===== src/rtl/prm_pkg.sv =====
package prm_pkg;

  typedef enum logic [1:0] {
    GATE_500US = 2'b00,
    GATE_50MS  = 2'b01,
    GATE_5S    = 2'b10,
    GATE_20S   = 2'b11
  } gate_code_e;

  // Gate length in clock cycles for a given clock rate and select code.
  function automatic longint unsigned gate_cycles(input longint unsigned hz,
                                                  input logic [1:0] code);
    longint unsigned len;
    case (code)
      GATE_500US: len = hz / 2000;
      GATE_50MS:  len = hz / 20;
      GATE_5S:    len = hz * 5;
      default:    len = hz * 20;
    endcase
    return len;
  endfunction

endpackage


===== src/rtl/prm_edge_sync.sv =====
module prm_edge_sync #(
  parameter int unsigned STAGES = 2
) (
  input  logic clk_i,
  input  logic rst_ni,
  input  logic async_i,
  output logic rise_o
);

  logic [STAGES-1:0] chain_q, chain_d;
  logic              last_q, last_d;

  always_comb begin
    chain_d[0] = async_i;
    last_d     = chain_q[STAGES-1];
  end

  for (genvar s = 1; s < STAGES; s++) begin : g_stage
    assign chain_d[s] = chain_q[s-1];
  end

  always_ff @(posedge clk_i or negedge rst_ni) begin
    if (!rst_ni) begin
      chain_q <= '0;
      last_q  <= 1'b0;
    end else begin
      chain_q <= chain_d;
      last_q  <= last_d;
    end
  end

  assign rise_o = chain_q[STAGES-1] & ~last_q;

  // a single synchronised rise is reported for one cycle only
  a_r8_single_cycle_rise: assert property (@(posedge clk_i) disable iff (!rst_ni)
    rise_o |=> !rise_o);

endmodule


===== src/rtl/prm_gate_timer.sv =====
module prm_gate_timer #(
  parameter longint unsigned CLK_HZ = 100_000_000,
  parameter int unsigned     TW     = 31
) (
  input  logic       clk_i,
  input  logic       rst_ni,
  input  logic [1:0] sel_i,
  output logic       gate_end_o
);

  logic [TW-1:0] last_tab [4];

  for (genvar g = 0; g < 4; g++) begin : g_len
    assign last_tab[g] = TW'(prm_pkg::gate_cycles(CLK_HZ, 2'(g)) - 1);
  end

  logic [1:0]    sel_q, sel_d;
  logic [TW-1:0] cnt_q, cnt_d;
  logic          at_last;
  logic          sel_en;

  always_comb begin
    at_last = (cnt_q == last_tab[sel_q]);
    sel_en  = at_last;
    sel_d   = sel_i;
    cnt_d   = at_last ? '0 : cnt_q + 1'b1;
  end

  always_ff @(posedge clk_i or negedge rst_ni) begin
    if (!rst_ni) begin
      cnt_q <= '0;
    end else begin
      cnt_q <= cnt_d;
    end
  end

  always_ff @(posedge clk_i or negedge rst_ni) begin
    if (!rst_ni) begin
      sel_q <= prm_pkg::GATE_500US;
    end else if (sel_en) begin
      sel_q <= sel_d;
    end
  end

  assign gate_end_o = at_last;

  // the cycle counter never runs past the active gate's last cycle
  a_r2_count_bound: assert property (@(posedge clk_i) disable iff (!rst_ni)
    cnt_q <= last_tab[sel_q]);

  // the active code only moves when a gate closes
  a_r3_code_held: assert property (@(posedge clk_i) disable iff (!rst_ni)
    !gate_end_o |=> $stable(sel_q));

endmodule


===== src/rtl/prm_rate_accum.sv =====
module prm_rate_accum #(
  parameter int unsigned CW = 32,
  parameter int unsigned GW = 16
) (
  input  logic          clk_i,
  input  logic          rst_ni,
  input  logic          rise_i,
  input  logic          gate_end_i,
  output logic [CW-1:0] rate_o,
  output logic [GW-1:0] seq_o,
  output logic [CW-1:0] total_o
);

  logic [CW-1:0] win_q, win_d;
  logic [CW-1:0] rate_q, rate_d;
  logic [CW-1:0] tot_q, tot_d;
  logic [GW-1:0] seq_q, seq_d;
  logic [CW-1:0] step;
  logic          pub_en;
  logic          tot_en;

  always_comb begin
    step   = CW'(rise_i);
    pub_en = gate_end_i;
    tot_en = rise_i;
    tot_d  = tot_q + step;
    rate_d = win_q + step;         // edge on the last cycle joins this gate
    seq_d  = seq_q + 1'b1;
    win_d  = gate_end_i ? '0 : win_q + step;
  end

  always_ff @(posedge clk_i or negedge rst_ni) begin
    if (!rst_ni) begin
      win_q <= '0;
    end else begin
      win_q <= win_d;
    end
  end

  always_ff @(posedge clk_i or negedge rst_ni) begin
    if (!rst_ni) begin
      rate_q <= '0;
      seq_q  <= '0;
    end else if (pub_en) begin
      rate_q <= rate_d;
      seq_q  <= seq_d;
    end
  end

  always_ff @(posedge clk_i or negedge rst_ni) begin
    if (!rst_ni) begin
      tot_q <= '0;
    end else if (tot_en) begin
      tot_q <= tot_d;
    end
  end

  assign rate_o  = rate_q;
  assign seq_o   = seq_q;
  assign total_o = tot_q;

  // result is frozen between gate closures
  a_r4_rate_frozen: assert property (@(posedge clk_i) disable iff (!rst_ni)
    !gate_end_i |=> $stable(rate_o));

  // sequence number steps by one per publication
  a_r5_seq_step: assert property (@(posedge clk_i) disable iff (!rst_ni)
    gate_end_i |=> seq_o == GW'($past(seq_o) + 1'b1));

  // sequence number is frozen otherwise
  a_r5_seq_frozen: assert property (@(posedge clk_i) disable iff (!rst_ni)
    !gate_end_i |=> $stable(seq_o));

  // total follows detected edges exactly
  a_r6_total_step: assert property (@(posedge clk_i) disable iff (!rst_ni)
    rise_i |=> total_o == CW'($past(total_o) + 1'b1));

  a_r6_total_frozen: assert property (@(posedge clk_i) disable iff (!rst_ni)
    !rise_i |=> $stable(total_o));

endmodule


===== src/rtl/pulse_rate_meter.sv =====
module pulse_rate_meter #(
  parameter longint unsigned CLK_HZ = 100_000_000
) (
  input  logic        clk_i,
  input  logic        rst_ni,
  input  logic        pulse_async_i,
  input  logic [1:0]  gate_sel_i,
  output logic [31:0] rate_o,
  output logic [15:0] seq_o,
  output logic [31:0] total_o
);

  localparam longint unsigned LEN_MAX   = prm_pkg::gate_cycles(CLK_HZ, 2'b11);
  localparam int unsigned     TW        = $clog2(LEN_MAX + 1);
  localparam int unsigned     CW        = 32;
  localparam int unsigned     GW        = 16;
  localparam int unsigned     SYNC_LVLS = 2;

  logic rise;
  logic gate_end;

  prm_edge_sync #(.STAGES(SYNC_LVLS)) u_sync (
    .clk_i   (clk_i),
    .rst_ni  (rst_ni),
    .async_i (pulse_async_i),
    .rise_o  (rise)
  );

  prm_gate_timer #(.CLK_HZ(CLK_HZ), .TW(TW)) u_timer (
    .clk_i      (clk_i),
    .rst_ni     (rst_ni),
    .sel_i      (gate_sel_i),
    .gate_end_o (gate_end)
  );

  prm_rate_accum #(.CW(CW), .GW(GW)) u_accum (
    .clk_i      (clk_i),
    .rst_ni     (rst_ni),
    .rise_i     (rise),
    .gate_end_i (gate_end),
    .rate_o     (rate_o),
    .seq_o      (seq_o),
    .total_o    (total_o)
  );

endmodule


===== config.mk =====
export PLATFORM = sky130hd
export DESIGN_NAME = pulse_rate_meter
export DESIGN_NICKNAME = d
export VERILOG_FILES = /design/src/rtl/prm_pkg.sv /design/src/rtl/prm_edge_sync.sv /design/src/rtl/prm_gate_timer.sv /design/src/rtl/prm_rate_accum.sv /design/src/rtl/pulse_rate_meter.sv
export SDC_FILE = /design/constraint.sdc
export NUM_CORES = 1
export LEC_CHECK = 0
export BUFFER_PORTS_ARGS = -buffer_cell sky130_fd_sc_hd__buf_4
export CAP_MARGIN = 20
export CORE_MARGIN = 2
export CORE_UTILIZATION = 40
export DETAILED_ROUTE_END_ITERATION = 8
export GPL_ROUTABILITY_DRIVEN = 0
export GPL_TIMING_DRIVEN = 0
export PLACE_DENSITY_LB_ADDON = 0.2
export SYNTH_ARGS = -nofsm -noshare
export SYNTH_HDL_FRONTEND = slang
export SYNTH_HIERARCHICAL = 1
export SYNTH_SLANG_ARGS = --single-unit

===== constraint.sdc =====
create_clock -name clk_i -period 3.95 [get_ports clk_i]
set_clock_uncertainty 0.05 [all_clocks]
set_input_delay 0.395 -clock clk_i [delete_from_list [all_inputs] [get_ports clk_i]]
set_output_delay 0.395 -clock clk_i [all_outputs]
set_load 0.02 [all_outputs]

==> impl_metrics.ini <==
[synthesis]
async_reset_ff_share_pct = 100
synth_xor_area_share_pct = 11.4
ys_types = 50
synthTopCellsByArea = dfrtp_1 (53%), xnor2_1 (6.9%), nor2_1 (5.3%)
synth-compound-area-share_pct = 5.91
synth_mux_area_share_pct = 1.43
synth_top_area_share_pct = 52.9
synth_top_family_by_area = simple AND/OR/NAND/NOR gates
synth-edff-count = 0
yosys.area.top_type = dfrtp_1
synth_fp_nets = 694
syn_area_per_cell_um2 = 10.3
ys_seq_area_share_pct = 52.9
ys_ff_latch = 148
postSynthCellCount = 678
synth_ff_type = dfrtp_1
synthAdderAreaFrac_pct = 1.97
netlist_area_um2 = 7000
ys_warn_count = 6
synth-simple-area-share_pct = 23.4

[sta]
worst_pin_slew_ns = 0.719
setup_viol = 0
max-slew-margin-rel_pct = 51.7
tns_ns = 0
fin_crit_sh_pct = 91.1
finalCriticalPeriod_ns = 3.60
clock.fmax_ghz = 0.278
rsz0062_at_grt = false
slew_violations = 0
finalHoldViolations = 0

[layout]
fill_cells = 1596
multi_input_area_um2 = 3090
ff_latch_area_um2 = 3700
num_antenna_cells = 0
post-route-util_pct = 49.9
area_growth_pct = 22.4
drive_above_1_share_pct = 18.5
nets = 799

[worst_setup_path]
arrival_ns = 3.83
crit_start = u_timer/sel_q[1]$_DFFE_PN0N_
r2r-end = u_accum/rate_o[15]$_DFFE_PN0P_
r2r_slack_ns = 0.35
setup.worst_path.start_class = flop
r2r_start = u_timer/sel_q[1]$_DFFE_PN0N_
cp-end-kind = flop
crit_fanout = 10
worstPathRequired_ns = 4.18
reg2reg_depth = 9
path_class = flop to flop

[global_route]
grt_usage_pct = 18.3
grt_max_degree = 78
grt_pass1_wl_um = 27000
grt_overflow = 0
antenna_found_initial = 0
grt_pass1_vias = 5395

[die]
start_util_pct = 40.8
dieWidth_um = 136
core_um2 = 17200
rows = 48
dieHeight_um = 136
ios = 85
dieArea_um2 = 18600

[power]
p_leak_nw = 3.88
powerDensity_nw_per_um2 = 407
power_frac_comb_pct = 6.2
internal_power_mw = 2.68
swShare_pct = 23.1
clkPwrFrac_pct = 47.6
p_seq_share_pct = 46.2
switching_power_uw = 806
ir_drop_v = 0.000291
total_power_mw = 3.48

[route]
first_pass_iters = 5
drc_errors = 0
num_vias = 5535
antenna_left = 0
avgRoutedWirePerCell_um = 15.9
viasPerCell = 5.42
routed_wl_um = 16200
drt-initial-drc-count = 341

[clock_tree]
clk_latency_ns = 0.42
cts_root_buffer = clkbuf_16
cts_tree = built
cts_made_buffers = 17
numClockSinks = 148
h-tree-depth = 4
clk_path_buf_depth = 2
clkTransAtPathRegs_ns = 0.06
postCtsSetupBuffers = 0
post_cts_resized = 0

[min_path]
holdPathStages = 1
holdCritPathClass = primary input to flop
hold_end = u_sync/chain_q[0]$_DFF_PN0_
holdCritStartpoint = pulse_async_i

[placement]
io_buffers = 84
hpwl_um = 11400

[status]
status = complete, no violations

[job]
maxCapViolCount = 0
-- worst max path at each step --
stage	endpoint	slack, ns	cells after the start
final	u_accum/rate_o[15]$_DFFE_PN0P_	0.35	9
after global routing	u_accum/rate_o[6]$_DFFE_PN0P_	0.05	9
after CTS	u_accum/rate_o[5]$_DFFE_PN0P_	0.35	9
after detailed placement	u_accum/rate_o[5]$_DFFE_PN0P_	0.36	9
after global placement	u_accum/rate_o[15]$_DFFE_PN0P_	0.38	9
after floorplan	u_accum/seq_o[15]$_DFFE_PN0P_	1.13	10
-- stage by stage --
step	hold WS, ns	instances	area (µm²)	setup slack (ns)
after detailed placement	0.324	988	7950	0.361
final	0.0366	1021	8570	0.350
after floorplan	0.0494	678	7000	1.13
after global routing	0.0156	1021	8570	0.0540
after global placement	0.318	987	7920	0.383
after CTS	0.0230	1021	8570	0.350
-- cells by family after synthesis --
family	after synthesis
and+or+nand+nor	310
DFF	148
xor gates and xnor gates	91
AOI/OAI and AO/OA	66
buffers and inverters	43
adders and majority gates	11
muxes	9
-- Yosys cell counts, drive strengths merged (2+ instances only) --
master and number:
a211oi 2, a21oi 29, a31oi 15, and2 2
and3 9, and4 3, buf 12, clkbuf 13
dfrtp 148, dlygate4sd1 2, ha 11, inv 16
mux2 8, nand2 35, nand3 41, nand4 43
nand4b 4, nor2 100, nor2b 8, nor3 15
nor4 16, o211ai 2, o21ai 3, o31ai 11
or2 5, or3 3, or4 20, or4b 2
xnor2 55, xor2 36
-- what timing repair did --
| item | 4_1_cts | 5_1_grt |
|---|---|---|
| hold buffers | 1 | 0 |
| setup endpoints to repair | 0 | 0 |
| endpoints found under the hold margin | 11 | 0 |
-- power groups by stage --
stage               Clock, mW  Combinational, mW  Sequential [mW]
floorplan                   0              0.102             1.65
finish                   1.66              0.217             1.61
global placement            0              0.209             1.63
detailed placement          0              0.219             1.64
CTS                      1.70              0.222             1.61
global route             1.76              0.242             1.62
-- worst max-delay path: stages (launching register included) --
cell,delay (ns)
dfrtp_1,0.47
inv_1,0.12
ha_1,0.31
or4b_1,0.55
a22oi_2,0.18
nand4_1,0.11
nor2_1,0.55
clkbuf_1,0.52
clkbuf_1,0.47
a21oi_1,0.12
-- layout make-up --
type                    instances  share of cell area [%]
flip-flops and latches        148                    43.2
multi-input cells             487                    36.0
repair buffers                 86                    7.84
clock buffers                  21                    5.37
well taps                     225                    3.29
clock inverters                11                    1.78
plain buffers                  27                    1.75
inverters                      16                   0.701
-- metal layers --
layer	GRT usage [%]	part of all wire [%]	up-vias
met5	0	0	-
met4	6.13	1.5	0
met3	4.33	4.5	21
met2	28.2	47	142
met1	25.4	47	2758
li1	-	-	2614
-- registers in the layout (all words and copies together), names as in the netlist --
signal / flops
u_timer/cnt_q: 31
u_accum/total_o: 32
u_accum/seq_o: 16
u_accum/rate_o: 32
u_sync/last_q: 1
u_sync/chain_q: 2
u_accum/win_q: 32
u_timer/sel_q: 2
-- cell usage in the layout (no fill, tap or decap), types with 10 or more instances in the layout --
cell type	netlist	layout
clkbuf_1	11	13
nand3_1	41	41
or4_1	20	20
o31ai_1	10	10
clkbuf_16	0	17
xor2_1	36	36
a21oi_1	29	29
a31oi_1	15	15
ha_1	11	11
buf_4	0	83
nor4_1	14	14
xnor2_1	55	55
nor2_1	99	99
inv_1	16	16
dfrtp_1	148	148
nand2_1	35	35
nand4_1	41	41
nor3_1	15	15
No activity file was read; power rests on OpenSTA's default activity.
